===== src/rtl/mcdma_pkg.sv =====
package mcdma_pkg;

  localparam int unsigned DATA_W = 32;

  // Byte offsets of the register words
  localparam logic [3:0] OFF_CTRL = 4'h0;
  localparam logic [3:0] OFF_STAT = 4'h4;
  localparam logic [3:0] OFF_MASK = 4'h8;

  // Control word bit positions
  localparam int unsigned CB_RUN      = 0;
  localparam int unsigned CB_SRST     = 1;
  localparam int unsigned CB_GIE      = 2;
  localparam int unsigned CB_EIE      = 3;
  localparam int unsigned CB_SIMPLE   = 4;
  localparam int unsigned CB_TIMER    = 5;
  localparam int unsigned CB_EXT      = 6;
  localparam int unsigned CB_NOSTARVE = 7;
  localparam int unsigned CB_CAP_LO   = 12;
  localparam int unsigned CB_EN_LO    = 16;
  localparam int unsigned SB_RUN_LO   = 16;

  typedef enum logic [1:0] {
    CAP_NONE = 2'd0,
    CAP_32   = 2'd1,
    CAP_64   = 2'd2,
    CAP_128  = 2'd3
  } cap_e;

  typedef struct packed {
    logic nostarve;
    logic ext;
    logic timer;
    logic simple;
    logic eie;
    logic gie;
    logic run;
    cap_e cap;
  } mode_t;

  function automatic logic [2:0] cap_decode(input cap_e c);
    logic [2:0] r;
    unique case (c)
      CAP_32:  r = 3'b001;
      CAP_64:  r = 3'b010;
      CAP_128: r = 3'b100;
      default: r = 3'b000;
    endcase
    return r;
  endfunction

endpackage


===== src/rtl/mcdma_ctrl_reg.sv =====
module mcdma_ctrl_reg
  import mcdma_pkg::*;
#(
  parameter int unsigned NCH = 16
) (
  input  logic              clk,
  input  logic              rst,
  input  logic              wr_ctrl,
  input  logic              wr_mask,
  input  logic [DATA_W-1:0] wdata,
  output logic [NCH-1:0]    en_q,
  output mode_t             mode_q,
  output logic [NCH-1:0]    mask_q,
  output logic [NCH-1:0]    en_rise,
  output logic              srst
);

  // Soft reset acts in the same edge as the write that requests it
  assign srst = wr_ctrl & wdata[CB_SRST];

  // Only a 0-to-1 edge written by software re-arms a channel
  assign en_rise = (wr_ctrl && !srst) ? (wdata[CB_EN_LO +: NCH] & ~en_q) : '0;

  always_ff @(posedge clk) begin
    if (rst || srst) begin
      en_q   <= '0;
      mode_q <= '0;
      mask_q <= '0;
    end else begin
      if (wr_ctrl) begin
        en_q            <= wdata[CB_EN_LO +: NCH];
        mode_q.nostarve <= wdata[CB_NOSTARVE];
        mode_q.ext      <= wdata[CB_EXT];
        mode_q.timer    <= wdata[CB_TIMER];
        mode_q.simple   <= wdata[CB_SIMPLE];
        mode_q.eie      <= wdata[CB_EIE];
        mode_q.gie      <= wdata[CB_GIE];
        mode_q.run      <= wdata[CB_RUN];
        mode_q.cap      <= cap_e'(wdata[CB_CAP_LO +: 2]);
      end
      if (wr_mask) begin
        mask_q <= wdata[NCH-1:0];
      end
    end
  end

  logic unused_wbits;
  assign unused_wbits = ^{wdata[15:14], wdata[11:8]};

endmodule


===== src/rtl/mcdma_chan_status.sv =====
module mcdma_chan_status #(
  parameter int unsigned NCH = 16
) (
  input  logic           clk,
  input  logic           rst,
  input  logic           clr_all,
  input  logic [NCH-1:0] running_i,
  input  logic [NCH-1:0] done_i,
  input  logic [NCH-1:0] rearm_i,
  output logic [NCH-1:0] run_q,
  output logic [NCH-1:0] done_q
);

  always_ff @(posedge clk) begin
    if (rst || clr_all) begin
      run_q  <= '0;
      done_q <= '0;
    end else begin
      run_q  <= running_i;
      // a completion arriving with a re-arm keeps the bit set
      done_q <= (done_q & ~rearm_i) | done_i;
    end
  end

endmodule


===== src/rtl/mcdma_irq_merge.sv =====
module mcdma_irq_merge #(
  parameter int unsigned NCH = 16
) (
  input  logic           clk,
  input  logic           rst,
  input  logic           clr_all,
  input  logic           gie,
  input  logic           eie,
  input  logic [NCH-1:0] mask,
  input  logic [NCH-1:0] done_i,
  input  logic [NCH-1:0] err_i,
  output logic           irq_q
);

  logic done_hit;
  logic err_hit;

  assign done_hit = |(done_i & mask);
  assign err_hit  = eie & (|err_i);

  always_ff @(posedge clk) begin
    if (rst || clr_all) begin
      irq_q <= 1'b0;
    end else begin
      irq_q <= gie & (done_hit | err_hit);
    end
  end

endmodule


===== src/rtl/mcdma_regs_top.sv =====
module mcdma_regs_top
  import mcdma_pkg::*;
#(
  parameter int unsigned NCH    = 16,
  parameter int unsigned ADDR_W = 4
) (
  input  logic              clk,
  input  logic              rst,
  input  logic [ADDR_W-1:0] reg_addr,
  input  logic              reg_we,
  input  logic [DATA_W-1:0] reg_wdata,
  output logic [DATA_W-1:0] reg_rdata,
  input  logic [NCH-1:0]    ch_running,
  input  logic [NCH-1:0]    ch_done,
  input  logic [NCH-1:0]    ch_error,
  output logic [NCH-1:0]    ch_enable,
  output logic              core_run,
  output logic [2:0]        width_limit,
  output logic              nostarve_mode,
  output logic              ext_desc_mode,
  output logic              timer_en,
  output logic              simple_mode,
  output logic              irq
);

  localparam logic [ADDR_W-1:0] A_CTRL = ADDR_W'(OFF_CTRL);
  localparam logic [ADDR_W-1:0] A_STAT = ADDR_W'(OFF_STAT);
  localparam logic [ADDR_W-1:0] A_MASK = ADDR_W'(OFF_MASK);

  logic           wr_ctrl;
  logic           wr_mask;
  logic           srst;
  mode_t          mode_q;
  logic [NCH-1:0] en_rise;
  logic [NCH-1:0] mask_q;
  logic [NCH-1:0] run_q;
  logic [NCH-1:0] done_q;
  logic           gie;
  logic           eie;

  assign wr_ctrl = reg_we && (reg_addr == A_CTRL);
  assign wr_mask = reg_we && (reg_addr == A_MASK);

  mcdma_ctrl_reg #(.NCH(NCH)) ctrl_i (
    .clk     (clk),
    .rst     (rst),
    .wr_ctrl (wr_ctrl),
    .wr_mask (wr_mask),
    .wdata   (reg_wdata),
    .en_q    (ch_enable),
    .mode_q  (mode_q),
    .mask_q  (mask_q),
    .en_rise (en_rise),
    .srst    (srst)
  );

  mcdma_chan_status #(.NCH(NCH)) stat_i (
    .clk       (clk),
    .rst       (rst),
    .clr_all   (srst),
    .running_i (ch_running),
    .done_i    (ch_done),
    .rearm_i   (en_rise),
    .run_q     (run_q),
    .done_q    (done_q)
  );

  assign gie = mode_q.gie;
  assign eie = mode_q.eie;

  mcdma_irq_merge #(.NCH(NCH)) irq_i (
    .clk     (clk),
    .rst     (rst),
    .clr_all (srst),
    .gie     (gie),
    .eie     (eie),
    .mask    (mask_q),
    .done_i  (ch_done),
    .err_i   (ch_error),
    .irq_q   (irq)
  );

  assign core_run      = mode_q.run;
  assign nostarve_mode = mode_q.nostarve;
  assign ext_desc_mode = mode_q.ext;
  assign timer_en      = mode_q.timer;
  assign simple_mode   = mode_q.simple;
  assign width_limit   = cap_decode(mode_q.cap);

  // Read words assembled from stored state
  logic [DATA_W-1:0] ctrl_word;
  logic [DATA_W-1:0] stat_word;
  logic [DATA_W-1:0] mask_word;

  always_comb begin
    ctrl_word                   = '0;
    ctrl_word[CB_EN_LO +: NCH]  = ch_enable;
    ctrl_word[CB_CAP_LO +: 2]   = mode_q.cap;
    ctrl_word[CB_NOSTARVE]      = mode_q.nostarve;
    ctrl_word[CB_EXT]           = mode_q.ext;
    ctrl_word[CB_TIMER]         = mode_q.timer;
    ctrl_word[CB_SIMPLE]        = mode_q.simple;
    ctrl_word[CB_EIE]           = mode_q.eie;
    ctrl_word[CB_GIE]           = mode_q.gie;
    ctrl_word[CB_RUN]           = mode_q.run;
    stat_word                   = '0;
    stat_word[SB_RUN_LO +: NCH] = run_q;
    stat_word[NCH-1:0]          = done_q;
    mask_word                   = '0;
    mask_word[NCH-1:0]          = mask_q;
  end

  always_ff @(posedge clk) begin
    if (rst) begin
      reg_rdata <= '0;
    end else begin
      unique case (reg_addr)
        A_CTRL:  reg_rdata <= ctrl_word;
        A_STAT:  reg_rdata <= stat_word;
        A_MASK:  reg_rdata <= mask_word;
        default: reg_rdata <= '0;
      endcase
    end
  end

endmodule


===== config.mk =====
export PLATFORM = sky130hd
export DESIGN_NAME = mcdma_regs_top
export DESIGN_NICKNAME = d
export VERILOG_FILES = /design/src/rtl/mcdma_pkg.sv /design/src/rtl/mcdma_ctrl_reg.sv /design/src/rtl/mcdma_chan_status.sv /design/src/rtl/mcdma_irq_merge.sv /design/src/rtl/mcdma_regs_top.sv
export SDC_FILE = /design/constraint.sdc
export NUM_CORES = 1
export LEC_CHECK = 0
export CAP_MARGIN = 20
export CELL_PAD_IN_SITES_DETAIL_PLACEMENT = 1
export CELL_PAD_IN_SITES_GLOBAL_PLACEMENT = 2
export CORE_ASPECT_RATIO = 0.6
export CORE_MARGIN = 1.5
export CORE_UTILIZATION = 28
export CTS_BUF_LIST = sky130_fd_sc_hd__clkbuf_4
export DETAILED_ROUTE_END_ITERATION = 8
export HOLD_SLACK_MARGIN = 0.12
export PLACE_DENSITY = 0.94
export SLEW_MARGIN = 30
export SYNTH_ARGS = -nofsm -noshare
export SYNTH_HDL_FRONTEND = slang
export SYNTH_SLANG_ARGS = --single-unit

===== constraint.sdc =====
create_clock -name clk -period 2.8 [get_ports clk]
set_input_delay 0.7 -clock clk [delete_from_list [all_inputs] [get_ports clk]]
set_output_delay 0.7 -clock clk [all_outputs]
set_load 0.02 [all_outputs]

==> results of run 1 <==
Yosys cell counts:
cell,count
clkbuf_1,8
nand2_1,95
dfxtp_1,106
nor4b_1,6
nand3b_4,1
nor2_1,39
nor4b_2,11
a21oi_1,50
a221oi_1,3
nand4_1,1
buf_4,6
nor4_2,1
a31oi_2,1
and3_1,1
a22oi_1,34
buf_1,1
and2_1,19
a22o_1,3
nor4b_4,1
a41oi_1,1
nor4_1,4
a21o_1,1
buf_2,8
nor3_1,16
a2111o_1,1
nor2b_1,2
buf_6,3
per-layer routing:
metal	part of all wire (%)	vias to the layer above	global-route usage, %
li1	-	1755	-
met1	45	1792	26.28
met2	45	145	32.25
met3	9.7	11	5.782
met4	0.64	2	3.810
met5	0.093	-	0
placed cells by master (no fill, tap or decap), types with 2 or more instances in the layout:
cell             Yosys  layout
nor2_1              39      39
clkdlybuf4s50_1      0     143
nor4b_1              6       6
buf_12               0       3
and2_1              19      19
a22o_1               3       3
a22oi_1             34      34
dfxtp_1            106     106
nor4_1               4       4
nor2b_1              2       2
nor3_1              16      16
buf_4                6      12
a221oi_1             3       3
nor4b_2             11      10
clkinv_1             0       3
clkbuf_4             0      10
nor4b_4              1       2
a21oi_1             50      50
nand2_1             95      95
critical path: cells and delay by family, from the launching register on:
kind / cells / cell delay (ns)
buffers and inverters: 1 / 0.61
flip-flops: 1 / 0.43
AND/OR/NAND/NOR: 1 / 0.15
path summary, 6_finish.rpt:
path | startpoint | cells past startpoint | endpoint | slack [ns]
min | ctrl_i.mode_q[5] | 2 | ctrl_i.mode_q[5] | 0.48
max reg2reg | ctrl_i.mask_q[4] | 4 | irq_i.irq_q | 1.34
min reg2reg | ctrl_i.mode_q[5] | 2 | ctrl_i.mode_q[5] | 0.48
max | ctrl_i.mode_q[1] | 2 | width_limit[1] | 0.46
power by group:
| group | internal, mW | switching [mW] |
|---|---|---|
| clock network | 0.269 | 0.476 |
| registers | 1.55 | 0.0229 |
| logic | 0.163 | 0.125 |
| total | 1.98 | 0.625 |
layout make-up:
cell class                 instances  share of cell area (%)
clock buffer                      10                   1.320
multi-input combinational        291                   28.89
clock inverter                     5                  0.8141
sequential                       106                   37.32
timing repair buffer             158                   27.81
tap                              175                   3.850
registers in the layout, summed over array words and instances, names as in the netlist:
name	cells
stat_i.run_q	16
ctrl_i.mode_q	9
stat_i.done_q	16
reg_rdata	32
ctrl_i.en_q	16
irq_i.irq_q	1
ctrl_i.mask_q	16
metrics by stage:
stage	setup WS [ns]	hold WS [ns]	total power, mW	utilization [%]	instance area [µm²]
floorplan	0.9519	0.4289	1.687	-	3899
CTS	0.4190	0.4870	2.629	41.74	5687
global route	0.3589	0.5093	2.717	41.74	5687
global placement	0.2041	0.4397	1.879	40.84	5565
finish	0.4595	0.4813	2.604	41.74	5687
detailed placement	0.02119	0.4672	1.890	40.84	5565
kinds of logic (layout without fill, tap and decap cells):
logic type / Yosys count / in the layout / synth area share [%]
buffers and inverters: 26 / 173 / 3.915
AND/OR/NAND/NOR: 197 / 197 / 26.32
flip-flops: 106 / 106 / 54.43
AO/OA/AOI/OAI: 94 / 94 / 15.34
==> results.py, run 1 <==
metrics = {
    "routing": {
        "drt-total-wl_mm": 13.99,
        "vias": 3705,
        "wl_per_cell_um": 18.77,
        "drt-initial-drc-count": 255,
        "viasPerCell": 4.973,
        "drc": 0,
        "ant_nets": 0,
        "drt_first_pass_iters": 4,
    },
    "floorplan": {
        "die_h_um": 94.40,
        "pin_count": 144,
        "die_w_um": 155.3,
        "die-area_um2": 14660,
        "core-area_um2": 13630,
        "initial_core_util_pct": 28.61,
        "num_rows": 33,
    },
    "sta": {
        "slew_violations": 0,
        "fin_worst_skew_ns": 0.01283,
        "worst_pin_slew_ns": 0.8300,
        "relSlewSlack_pct": 44.49,
        "finalHoldViolations": 0,
        "fin_crit_ns": 2.341,
        "rsz0062_at_grt": "no",
        "timing.fmax_mhz": 427.3,
        "setup_tns_ns": 0,
        "setup_viol": 0,
        "period_share_pct": 83.59,
    },
    "cells_and_area": {
        "stdcell_count": 745,
        "multi_input_area_um2": 1643,
        "area_growth_pct": 45.86,
        "final_nets": 653,
        "final_layout_size_suffix_gt1_share_pct": 7.544,
        "antenna_cells": 0,
        "fill_cells": 1579,
        "seq_area_um2": 2122,
    },
    "cts": {
        "clkLatencyLatePin_ns": 0.45,
        "htree_levels": 3,
        "root_buffer": "clkbuf_4",
        "cts_tree": "yes",
        "clockBufferDepth": 2,
        "path_clk_slew_ns": 0.14,
        "numCtsBuffers": 9,
        "cts.sinks": 106,
        "cts_resized": 0,
        "holdBufCountCts": 0,
        "post-cts-setup-buffers": 0,
    },
    "placed_design": {
        "place_congestion": 0.8135,
        "hpwlAfterDp_mm": 10.43,
        "port_buffers": 143,
        "placed_cells": 730,
    },
    "grt": {
        "grt_usage_pct": 19.79,
        "grt_first_pass_wirelength_mm": 21.95,
        "antenna_found_initial": 1,
        "grt_pass1_vias": 3972,
        "grt_overflow": 0,
        "grt_max_degree": 58,
    },
    "power": {
        "ir_drop_uv": 191.7,
        "power_density_nw_per_um2": 457.9,
        "leakagePower_nw": 1.872,
    },
    "setup_path": {
        "cp_slowest_stage_delay_ns": 0.61,
        "worstPathMaxFanout": 5,
        "end_kind": "output pin",
        "crit_type": "flop to output pin",
        "worst_ep_required_time_ns": 2.10,
        "crit_chain": "nor2b_1 > clkdlybuf4s50_1",
        "cp_slowest_cell": "clkdlybuf4s50_1",
        "arrival_ns": 1.64,
        "startpoint_type": "flop",
    },
    "logic_synthesis": {
        "syn_area_um2": 3899,
        "yosysUniqueCellTypes": 27,
        "netlist_instances": 423,
        "synth_warnings": 0,
        "yosysTopAreaCellShare_pct": 54.43,
        "synth_seq_cells": 106,
        "synth-seq-area-share_pct": 54.43,
        "syn_area_per_cell_um2": 9.217,
        "synth_largest_area_cell": "dfxtp_1",
        "synth.top_cells.by_area": "dfxtp_1 54%, nand2_1 9.1%, a22oi_1 6.5%",
        "synth_fp_nets": 510,
    },
    "job": {
        "maxCapViolations": 0,
    },
    "status": {
        "status": "complete, no violations",
    },
    "worst_hold_path": {
        "hold_class": "flop to flop",
    },
}
No activity file was read; power rests on OpenSTA's default activity.
==> run 2, diff against run 1 <==
--- a/config.mk
+++ b/config.mk
@@ -10,11 +10,11 @@
 export CELL_PAD_IN_SITES_GLOBAL_PLACEMENT = 2
 export CORE_ASPECT_RATIO = 0.6
 export CORE_MARGIN = 1.5
-export CORE_UTILIZATION = 28
+export CORE_UTILIZATION = 24
 export CTS_BUF_LIST = sky130_fd_sc_hd__clkbuf_4
 export DETAILED_ROUTE_END_ITERATION = 8
 export HOLD_SLACK_MARGIN = 0.12
-export PLACE_DENSITY = 0.94
+export PLACE_DENSITY = 0.87
 export SLEW_MARGIN = 30
 export SYNTH_ARGS = -nofsm -noshare
 export SYNTH_HDL_FRONTEND = slang
==> constraint.sdc (replaced) <==
create_clock -name clk -period 2.06 [get_ports clk]
set_input_delay 0.515 -clock clk [delete_from_list [all_inputs] [get_ports clk]]
set_output_delay 0.515 -clock clk [all_outputs]
set_load 0.02 [all_outputs]
==> results.py, run 2 (synthesized netlist as in run 1, its figures left out) <==
metrics = {
    "setup_path": {
        "crit_chain": "clkdlybuf4s50_1",
        "cp_slowest_cell": "clkdlybuf4s50_1",
        "cp_slowest_stage_delay_ns": 0.62,
        "critPathLaunch": "reg_rdata[5]",
        "end_kind": "output pin",
        "critPathBufInv": 1,
        "r2r_start": "ctrl_i.mask_q[4]",
        "crit_family": "buffers and inverters",
        "worstPathMaxFanout": 1,
        "arrival_ns": 1.46,
        "worst_ep_required_time_ns": 1.54,
        "startpoint_type": "flop",
        "crit_type": "flop to output pin",
    },
    "routing": {
        "ant_nets": 0,
        "wl_per_cell_um": 18.35,
        "vias": 3727,
        "viasPerCell": 4.754,
        "drc": 0,
        "drt_first_pass_iters": 4,
        "drt-initial-drc-count": 231,
        "drt-total-wl_mm": 14.38,
    },
    "cells_and_area": {
        "final_common_cell": "clkdlybuf4s50_1",
        "stdcell_count": 784,
        "final_nets": 663,
        "regMostFlops": "reg_rdata",
        "fill_cells": 1805,
        "antenna_cells": 0,
        "final_cell_mix": "119 x clkdlybuf4s50_1, 106 x dfxtp_1, 95 x nand2_1",
        "final_layout_size_suffix_gt1_share_pct": 9.811,
        "largest_reg_flops": 32,
        "area_growth_pct": 49.52,
    },
    "floorplan": {
        "num_rows": 35,
        "die_h_um": 101.7,
        "pin_count": 144,
        "initial_core_util_pct": 25.01,
        "die-area_um2": 17040,
        "die_w_um": 167.5,
        "core-area_um2": 15590,
    },
    "worst_hold_path": {
        "hold_path_startpoint": "ctrl_i.mode_q[2]",
        "hold_class": "flop to flop",
    },
    "placed_design": {
        "dp_slack_ns": -0.2972,
        "place_congestion": 0.8407,
        "hpwlAfterDp_mm": 10.98,
        "port_buffers": 143,
        "placed_cells": 768,
    },
    "power": {
        "power_density_nw_per_um2": 619.0,
        "leakagePower_nw": 2.132,
        "ir_drop_uv": 299.9,
    },
    "cts": {
        "root_buffer": "clkbuf_4",
        "htree_levels": 3,
        "clockBufferDepth": 2,
        "cts.sinks": 106,
        "cts_tree": "yes",
        "numCtsBuffers": 9,
        "path_clk_slew_ns": 0.17,
        "clkLatencyLatePin_ns": 0.46,
        "post-cts-setup-buffers": 0,
    },
    "grt": {
        "grt_pass1_vias": 3921,
        "grt_overflow": 0,
        "grt_usage_pct": 17.26,
        "grt_first_pass_wirelength_mm": 21.92,
        "grt_max_degree": 33,
        "antenna_found_initial": 0,
    },
    "sta": {
        "fin_worst_skew_ns": 0.02151,
        "slew_violations": 0,
        "relSlewSlack_pct": 79.94,
        "fin_crit_ns": 1.972,
        "finalHoldViolations": 0,
        "worst_pin_slew_ns": 0.2967,
        "rsz0062_at_grt": "no",
        "setup_viol": 0,
        "timing.fmax_mhz": 507.0,
        "fin_ws_ns": 0.08762,
        "period_share_pct": 95.75,
    },
    "job": {
        "maxCapViolations": 0,
    },
    "status": {
        "status": "complete, no violations",
    },
}
[run 2: cell types whose count changed in the layout (fill, tap and decap cells not counted)]
cell | previous run | this run
clkbuf_4 | 10 | 9
clkdlybuf4s50_1 | 143 | 119
dlygate4sd2_1 | 0 | 18
buf_4 | 12 | 20
clkinv_1 | 3 | 0
dlymetal6s2s_1 | 0 | 6
clkinv_2 | 1 | 3
clkinvlp_4 | 0 | 2
buf_12 | 3 | 5
inv_6 | 0 | 1
[run 2: path summary, 6_finish.rpt]
check / end / slack (ns) / depth (start not counted)
worst min-delay path: reg_rdata[0] / 0.49 / 2
worst max-delay path: reg_rdata[5] / 0.09 / 1
worst min register to register: reg_rdata[0] / 0.49 / 2
worst max register to register: irq_i.irq_q / 0.71 / 4
[run 2: where the power goes]
group / switching [mW] / internal (mW)
Clock: 0.695 / 0.369
Combinational: 0.177 / 0.233
Sequential: 0.0309 / 2.10
Total: 0.903 / 2.71
[run 2: area by class of cell]
cell class              count  area, µm²  share of cell area [%]
clock buffers               9      67.56                   1.159
flip-flops and latches    106       2122                   36.40
well taps                 203      254.0                   4.357
repair buffers            168       1674                   28.72
multi-input cells         291       1643                   28.18
clock inverters             7      68.82                   1.181
[run 2: repair_timing]
item                                    in CTS  in global routing
endpoints found under the setup margin      18                  6
gates resized for setup                     18                  6
hold buffers                                 0                  0
[run 2: metal layers]
metal	vias to the layer above	global-route usage [%]	wire length [µm]
met2	133	28.46	6501
met5	-	0	0
met1	1821	22.94	6811
li1	1768	-	-
met3	5	4.689	1014
met4	0	3.188	57
[run 2: metrics by stage]
stage          setup TNS (ns)  util, %  hold WS (ns)  cell area [µm²]  power, mW
6_report                    0    37.39        0.4860             5829      3.609
5_1_grt                     0    37.39        0.5227             5829      3.781
4_1_cts                     0    37.30        0.4970             5814      3.663
3_5_place_dp           -7.110    36.57        0.4754             5700      2.591
3_3_place_gp           -3.717    36.57        0.4602             5700      2.578
2_1_floorplan               0        -        0.4289             3899      2.293
